$ cat config.mk
export PLATFORM = sky130hd
export DESIGN_NAME = mark_latch
export DESIGN_NICKNAME = d
export VERILOG_FILES = /design/src/rtl/mark_pkg.sv /design/src/rtl/mark_sync.sv /design/src/rtl/mark_comp.sv /design/src/rtl/mark_window.sv /design/src/rtl/mark_latch.sv
export SDC_FILE = /design/constraint.sdc
export NUM_CORES = 1
export LEC_CHECK = 0
export ABC_AREA = 1
export BUFFER_PORTS_ARGS = -buffer_cell sky130_fd_sc_hd__buf_4
export CAP_MARGIN = 20
export CORE_AREA = 3 3 275 277
export DETAILED_ROUTE_END_ITERATION = 12
export DIE_AREA = 0 0 278 280
export SYNTH_ARGS = -nofsm -noshare
export SYNTH_HDL_FRONTEND = slang
export SYNTH_SLANG_ARGS = --single-unit
$ cat constraint.sdc
create_clock -name clk -period 25.7 [get_ports clk]
set_clock_uncertainty 0.15 [all_clocks]
set_input_delay 2.57 -clock clk [delete_from_list [all_inputs] [get_ports clk]]
set_output_delay 2.57 -clock clk [all_outputs]
set_load 0.02 [all_outputs]
$ cat src/rtl/mark_pkg.sv
package mark_pkg;
    typedef enum logic [1:0] {
        MD_LATEST = 2'd0,
        MD_COUNT  = 2'd1,
        MD_RING   = 2'd2
    } mark_mode_e;
endpackage

$ cat src/rtl/mark_sync.sv
module mark_sync #(
    parameter int NUM_IN = 4,
    parameter int SEL_W  = 5
) (
    input  logic              clk,
    input  logic              rst_n,
    input  logic [NUM_IN-1:0] ext_i,
    input  logic [SEL_W-1:0]  sel_i,
    output logic              hit_o
);
    logic [NUM_IN-1:0] s1_q, s2_q, s3_q;
    logic [NUM_IN-1:0] rise;

    always_ff @(posedge clk or negedge rst_n) begin
        if (!rst_n) begin
            s1_q <= '0;
            s2_q <= '0;
            s3_q <= '0;
        end else begin
            s1_q <= ext_i;
            s2_q <= s1_q;
            s3_q <= s2_q;
        end
    end

    assign rise = s2_q & ~s3_q;

    always_comb begin
        hit_o = 1'b0;
        for (int i = 0; i < NUM_IN; i++) begin
            if (32'(sel_i) == i + 1) hit_o = rise[i];
        end
    end
endmodule

$ cat src/rtl/mark_comp.sv
module mark_comp #(
    parameter int POS_W = 32,
    parameter int VEL_W = 16,
    parameter int CMP_W = 16
) (
    input  logic signed [POS_W-1:0] pos_i,
    input  logic signed [VEL_W-1:0] vel_i,
    input  logic signed [CMP_W-1:0] cmp_i,
    output logic signed [POS_W-1:0] val_o
);
    localparam int PRD_W = VEL_W + CMP_W;
    localparam int SUM_W = ((POS_W > PRD_W) ? POS_W : PRD_W) + 1;
    localparam logic signed [SUM_W-1:0] ONE  = 1;
    localparam logic signed [SUM_W-1:0] MAXV = (ONE <<< (POS_W - 1)) - ONE;
    localparam logic signed [SUM_W-1:0] MINV = -(ONE <<< (POS_W - 1));

    logic signed [PRD_W-1:0] prod;
    logic signed [SUM_W-1:0] pos_x, prod_x, diff;

    always_comb begin
        prod   = vel_i * cmp_i;
        pos_x  = {{(SUM_W - POS_W){pos_i[POS_W-1]}}, pos_i};
        prod_x = {{(SUM_W - PRD_W){prod[PRD_W-1]}}, prod};
        diff   = pos_x - prod_x;
        if (diff > MAXV)      val_o = MAXV[POS_W-1:0];
        else if (diff < MINV) val_o = MINV[POS_W-1:0];
        else                  val_o = diff[POS_W-1:0];
    end
endmodule

$ cat src/rtl/mark_window.sv
module mark_window #(
    parameter int POS_W = 32
) (
    input  logic signed [POS_W-1:0] val_i,
    input  logic signed [POS_W-1:0] hi_i,
    input  logic signed [POS_W-1:0] lo_i,
    output logic                    ok_o
);
    assign ok_o = (val_i >= lo_i) && (val_i <= hi_i);
endmodule

$ cat src/rtl/mark_latch.sv
module mark_latch
    import mark_pkg::*;
#(
    parameter int NUM_IN = 4,
    parameter int SEL_W  = 5,
    parameter int POS_W  = 32,
    parameter int VEL_W  = 16,
    parameter int CMP_W  = 16,
    parameter int DEPTH  = 8,
    parameter int MODE_W = 7,
    parameter int CNT_W  = 8
) (
    input  logic                    clk,
    input  logic                    rst_n,
    input  logic [NUM_IN-1:0]       ext_i,
    input  logic [POS_W-1:0]        pos_i,
    input  logic [VEL_W-1:0]        vel_i,
    input  logic [SEL_W-1:0]        cfg_sel_i,
    input  logic [CMP_W-1:0]        cfg_cmp_i,
    input  logic [MODE_W-1:0]       cfg_mode_i,
    input  logic [POS_W-1:0]        cfg_hi_i,
    input  logic [POS_W-1:0]        cfg_lo_i,
    input  logic                    rdy_i,
    input  logic                    rng_i,
    output logic [DEPTH*POS_W-1:0]  res_o,
    output logic [CNT_W-1:0]        cnt_o,
    output logic                    done_o
);
    localparam int IDX_W = (DEPTH > 1) ? $clog2(DEPTH) : 1;
    localparam int LIM_W = $clog2(DEPTH + 1);

    typedef struct packed {
        logic                         rdy;
        logic [SEL_W-1:0]             sel;
        logic [CMP_W-1:0]             cmp;
        logic [MODE_W-1:0]            mode;
        logic [POS_W-1:0]             hi;
        logic [POS_W-1:0]             lo;
        logic [CNT_W-1:0]             cnt;
        logic                         done;
        logic [IDX_W-1:0]             wptr;
        logic [DEPTH-1:0][POS_W-1:0]  slot;
    } st_t;

    st_t st_d, st_q;

    logic              hit, in_win, rdy_rise;
    logic [POS_W-1:0]  val;
    logic [MODE_W-1:0] mag;
    logic [LIM_W-1:0]  lim;
    mark_mode_e        kind;

    mark_sync #(.NUM_IN(NUM_IN), .SEL_W(SEL_W)) u_sync (
        .clk   (clk),
        .rst_n (rst_n),
        .ext_i (ext_i),
        .sel_i (st_q.sel),
        .hit_o (hit)
    );

    mark_comp #(.POS_W(POS_W), .VEL_W(VEL_W), .CMP_W(CMP_W)) u_comp (
        .pos_i (pos_i),
        .vel_i (vel_i),
        .cmp_i (st_q.cmp),
        .val_o (val)
    );

    mark_window #(.POS_W(POS_W)) u_win (
        .val_i (val),
        .hi_i  (st_q.hi),
        .lo_i  (st_q.lo),
        .ok_o  (in_win)
    );

    assign rdy_rise = rdy_i & ~st_q.rdy;

    always_comb begin
        mag = st_q.mode[MODE_W-1] ? (~st_q.mode + 1'b1) : st_q.mode;
        lim = (32'(mag) > 32'(DEPTH)) ? LIM_W'(DEPTH) : LIM_W'(mag);
        if (st_q.mode == '0)            kind = MD_LATEST;
        else if (!st_q.mode[MODE_W-1])  kind = MD_COUNT;
        else                            kind = MD_RING;
    end

    always_comb begin
        st_d     = st_q;
        st_d.rdy = rdy_i;
        if (rdy_rise) begin
            st_d.sel  = cfg_sel_i;
            st_d.cmp  = cfg_cmp_i;
            st_d.mode = cfg_mode_i;
            st_d.hi   = cfg_hi_i;
            st_d.lo   = cfg_lo_i;
            st_d.cnt  = '0;
            st_d.done = 1'b0;
            st_d.wptr = '0;
            st_d.slot = '0;
        end else begin
            if (rng_i) begin
                st_d.hi = cfg_hi_i;
                st_d.lo = cfg_lo_i;
            end
            if (hit && in_win) begin
                case (kind)
                    MD_LATEST: begin
                        st_d.slot[0] = val;
                        st_d.cnt     = st_q.cnt + 1'b1;
                    end
                    MD_COUNT: begin
                        if (!st_q.done) begin
                            st_d.slot[st_q.cnt[IDX_W-1:0]] = val;
                            st_d.cnt = st_q.cnt + 1'b1;
                            if (32'(st_q.cnt) + 32'd1 == 32'(lim)) st_d.done = 1'b1;
                        end
                    end
                    default: begin
                        st_d.slot[st_q.wptr] = val;
                        st_d.wptr = (32'(st_q.wptr) + 32'd1 >= 32'(lim)) ? '0 : st_q.wptr + 1'b1;
                        st_d.cnt  = st_q.cnt + 1'b1;
                    end
                endcase
            end
        end
    end

    always_ff @(posedge clk or negedge rst_n) begin
        if (!rst_n) st_q <= '0;
        else        st_q <= st_d;
    end

    assign res_o  = st_q.slot;
    assign cnt_o  = st_q.cnt;
    assign done_o = st_q.done;
endmodule

==> results.py <==
metrics = {
    "clock_tree": {
        "cts_tree": "built",
        "clkSinkCount": 373,
        "cts.clk_slew.worst_paths_ns": 0.06,
        "cts_hold_buf": 0,
        "clkLatencyLatePin_ns": 0.61,
        "cts_setup_buffers": 0,
        "cts_buffer_depth": 3,
        "cts_resized": 0,
        "htreeDepth": 2,
        "root_buffer": "clkbuf_16",
        "numCtsBuffers": 45,
    },
    "final_layout": {
        "syn_to_final_growth_pct": 9.42,
        "layout-drive-gt1-share_pct": 13.6,
        "nets": 4803,
        "final.fill_count": 7216,
    },
    "sta": {
        "drv_slew": 0,
        "fin_crit_ns": 13.35,
        "rsz0062_at_grt": "no",
        "min_period_over_period_pct": 51.9,
        "max_freq_mhz": 74.9,
        "tns_ns": 0,
        "setup_viol_count_final": 0,
        "hold_viol_final": 0,
        "max-slew-margin-rel_pct": 25.0,
        "worst_pin_slew_ns": 1.13,
    },
    "floorplanning": {
        "die_area_um2": 77800,
        "die_h_um": 280,
        "io_pins": 413,
        "initial_core_util_pct": 45.1,
        "rows": 99,
        "die_w_um": 278,
        "core_um2": 73100,
    },
    "logic_synthesis": {
        "synth_cell_types": 46,
        "synth.most_common_cell": "nand2_1",
        "synthXorXnorAreaFrac_pct": 1.30,
        "synthesis.nets": 4779,
        "synthSimpleGateAreaFrac_pct": 23.0,
        "synth_top_cell_by_area": "dfrtp_1",
        "yosys_warnings": 0,
        "ys_seq_elements": 373,
        "synth_top_family_by_area": "adder cells",
        "synth_top_area_share_pct": 28.3,
        "ys_top_cells_by_count": "nand2_1 (1179), inv_1 (764), dfrtp_1 (373)",
        "avgSynthCellArea_um2": 7.92,
        "seq_area_frac_synth_pct": 28.3,
        "synthMuxAreaShare_pct": 0.0684,
        "synth-edff-count": 0,
        "synth_compound_area_share_pct": 4.78,
        "syn_area_um2": 32900,
        "synthTopCellsByArea": "dfrtp_1 (28%), fa_1 (19%), nand2_1 (13%)",
        "synth_fa_ha_area_share_pct": 24.8,
        "ys.flop_type": "dfrtp_1",
        "synth-async-reset-ratio_pct": 100,
        "syn_inst": 4160,
    },
    "route": {
        "dr_total_vias": 26300,
        "drtIter0Drc": 2300,
        "drc": 0,
        "dr.pass1.iters": 5,
        "wl_per_cell_um": 19.6,
        "ant_nets": 0,
        "wl_um": 102000,
        "vias_per_cell": 5.08,
    },
    "grt": {
        "antenna_found_initial": 10,
        "grt_pass1_wl_um": 157000,
        "grt_max_degree": 147,
        "grt_pass1_vias": 26600,
        "grt_overflow_total": 0,
        "grtUsageTotal_pct": 26.1,
    },
    "flow_run": {
        "drv_cap": 0,
    },
    "critical_path": {
        "crit_fanout": 60,
        "crit_path_frequent_cell": "nand2_1",
        "r2r-end": "res_o[65]",
        "critical_path.startpoint_type": "primary input",
        "r2r_start": "st_q[339]",
        "reg2reg_slack_ns": 13.84,
        "end_kind": "flip-flop",
        "critPathKind": "primary input to flip-flop",
        "r2r_cells": 41,
        "critical_path_arrival_ns": 13.73,
        "max_stage_delay_ns": 0.84,
        "slowest_stage": "buf_4",
        "crit_required_ns": 26.08,
    },
    "hold_path": {
        "hold_depth": 0,
        "worstHoldStart": "u_sync.s1_q[2]",
        "hold_class": "flip-flop to flip-flop",
        "hold_path_end": "u_sync.s2_q[2]",
    },
    "status": {
        "status": "finished clean",
    },
    "placement": {
        "gp_congestion": 0.904,
        "hpwl_um": 74600,
        "portBuffers": 412,
    },
}
how the worst max path moves through the flow:
stage | slack [ns] | endpoint | start | cells after the start
2_1_floorplan | 15.32 | res_o[126] | vel_i[15] | 42
5_1_grt | 11.61 | res_o[68] | vel_i[15] | 38
4_1_cts | 12.35 | res_o[65] | vel_i[15] | 37
3_5_place_dp | 11.76 | res_o[68] | vel_i[15] | 37
6_report | 12.35 | res_o[65] | vel_i[15] | 41
3_3_place_gp | 11.79 | res_o[65] | vel_i[15] | 40
cell usage in the layout, fill, tap and decap left out, types with 3 or more instances in the layout:
cell type   count
o21ai_0       111
clkbuf_16      45
xnor2_1        15
xor2_1         34
a41oi_1         4
o22ai_1         5
nand2_1      1179
dfrtp_1       373
clkbuf_1        6
nand3_1       321
nand4_1        17
nor4_1          3
a21o_1          6
nand2_4        37
or2_2           4
clkinv_2        9
nor2_8          7
clkbuf_8        9
buf_4         429
clkinvlp_4      5
nor2_2          3
diode_2         8
nor2_1        168
a311oi_1       29
a21boi_0        3
o21bai_1        7
a31oi_1         9
a21oi_1        78
fa_1          305
inv_2           5
nor3_1         19
ha_1          166
o21a_1          9
inv_1         764
per-stage QoR:
stage                     setup slack, ns  std cells  cell area (um^2)  util (%)  hold slack (ns)
final                               12.35       5185             36100      49.3            0.199
after global routing                11.61       5185             36100      49.3            0.202
after CTS                           12.35       5176             36000      49.3            0.202
after detailed placement            11.76       5095             34500      47.2            0.189
after global placement              11.79       5094             34500      47.2            0.184
after floorplan                     15.32       4160             32900         -            0.181
per-layer routing:
| layer | vias up | part of all wire, % | wire length, um | GRT usage (%) |
|---|---|---|---|---|
| li1 | 12400 | - | - | - |
| met4 | 2 | 3.4 | 3490 | 8.27 |
| met1 | 12900 | 44 | 44300 | 35.8 |
| met2 | 857 | 47 | 47400 | 42.8 |
| met5 | - | 0.012 | 12 | 0 |
| met3 | 171 | 6.3 | 6440 | 4.01 |
critical path: cells and delay by family:
kind | cells | cell delay (ns)
and+or+nand+nor | 25 | 4.98
adders and majority gates | 7 | 3.41
buffers and inverters | 8 | 2.15
AOI/OAI and AO/OA | 1 | 0.49
area by class of cell:
type	instances	area (um^2)	share of cell area (%)
flip-flops and latches	373	9330	25.9
multi-input cells	2561	17800	49.4
well taps	959	1200	3.33
clock inverters	21	221	0.614
diodes	8	20.0	0.0555
repair buffers	433	3300	9.15
clock buffers	60	1270	3.53
inverters	770	2900	8.04
flip-flops by register name, indices dropped and copies added (netlist names):
register,flops
u_sync.s1_q,4
done_o,1
cnt_o,8
u_sync.s2_q,4
res_o,256
u_sync.s3_q,4
st_q,96
cell families after synthesis:
kind of cell / count (synthesis)
AO/OA/AOI/OAI: 269
XOR/XNOR: 49
adder cells (fa/ha/maj): 471
buffers and inverters: 1226
flip-flops: 373
multiplexers: 2
AND/OR/NAND/NOR: 1770
Power is left out: the tool's default activity adds up to more than one toggle a clock period on the data nets, which glitch-free logic cannot reach.
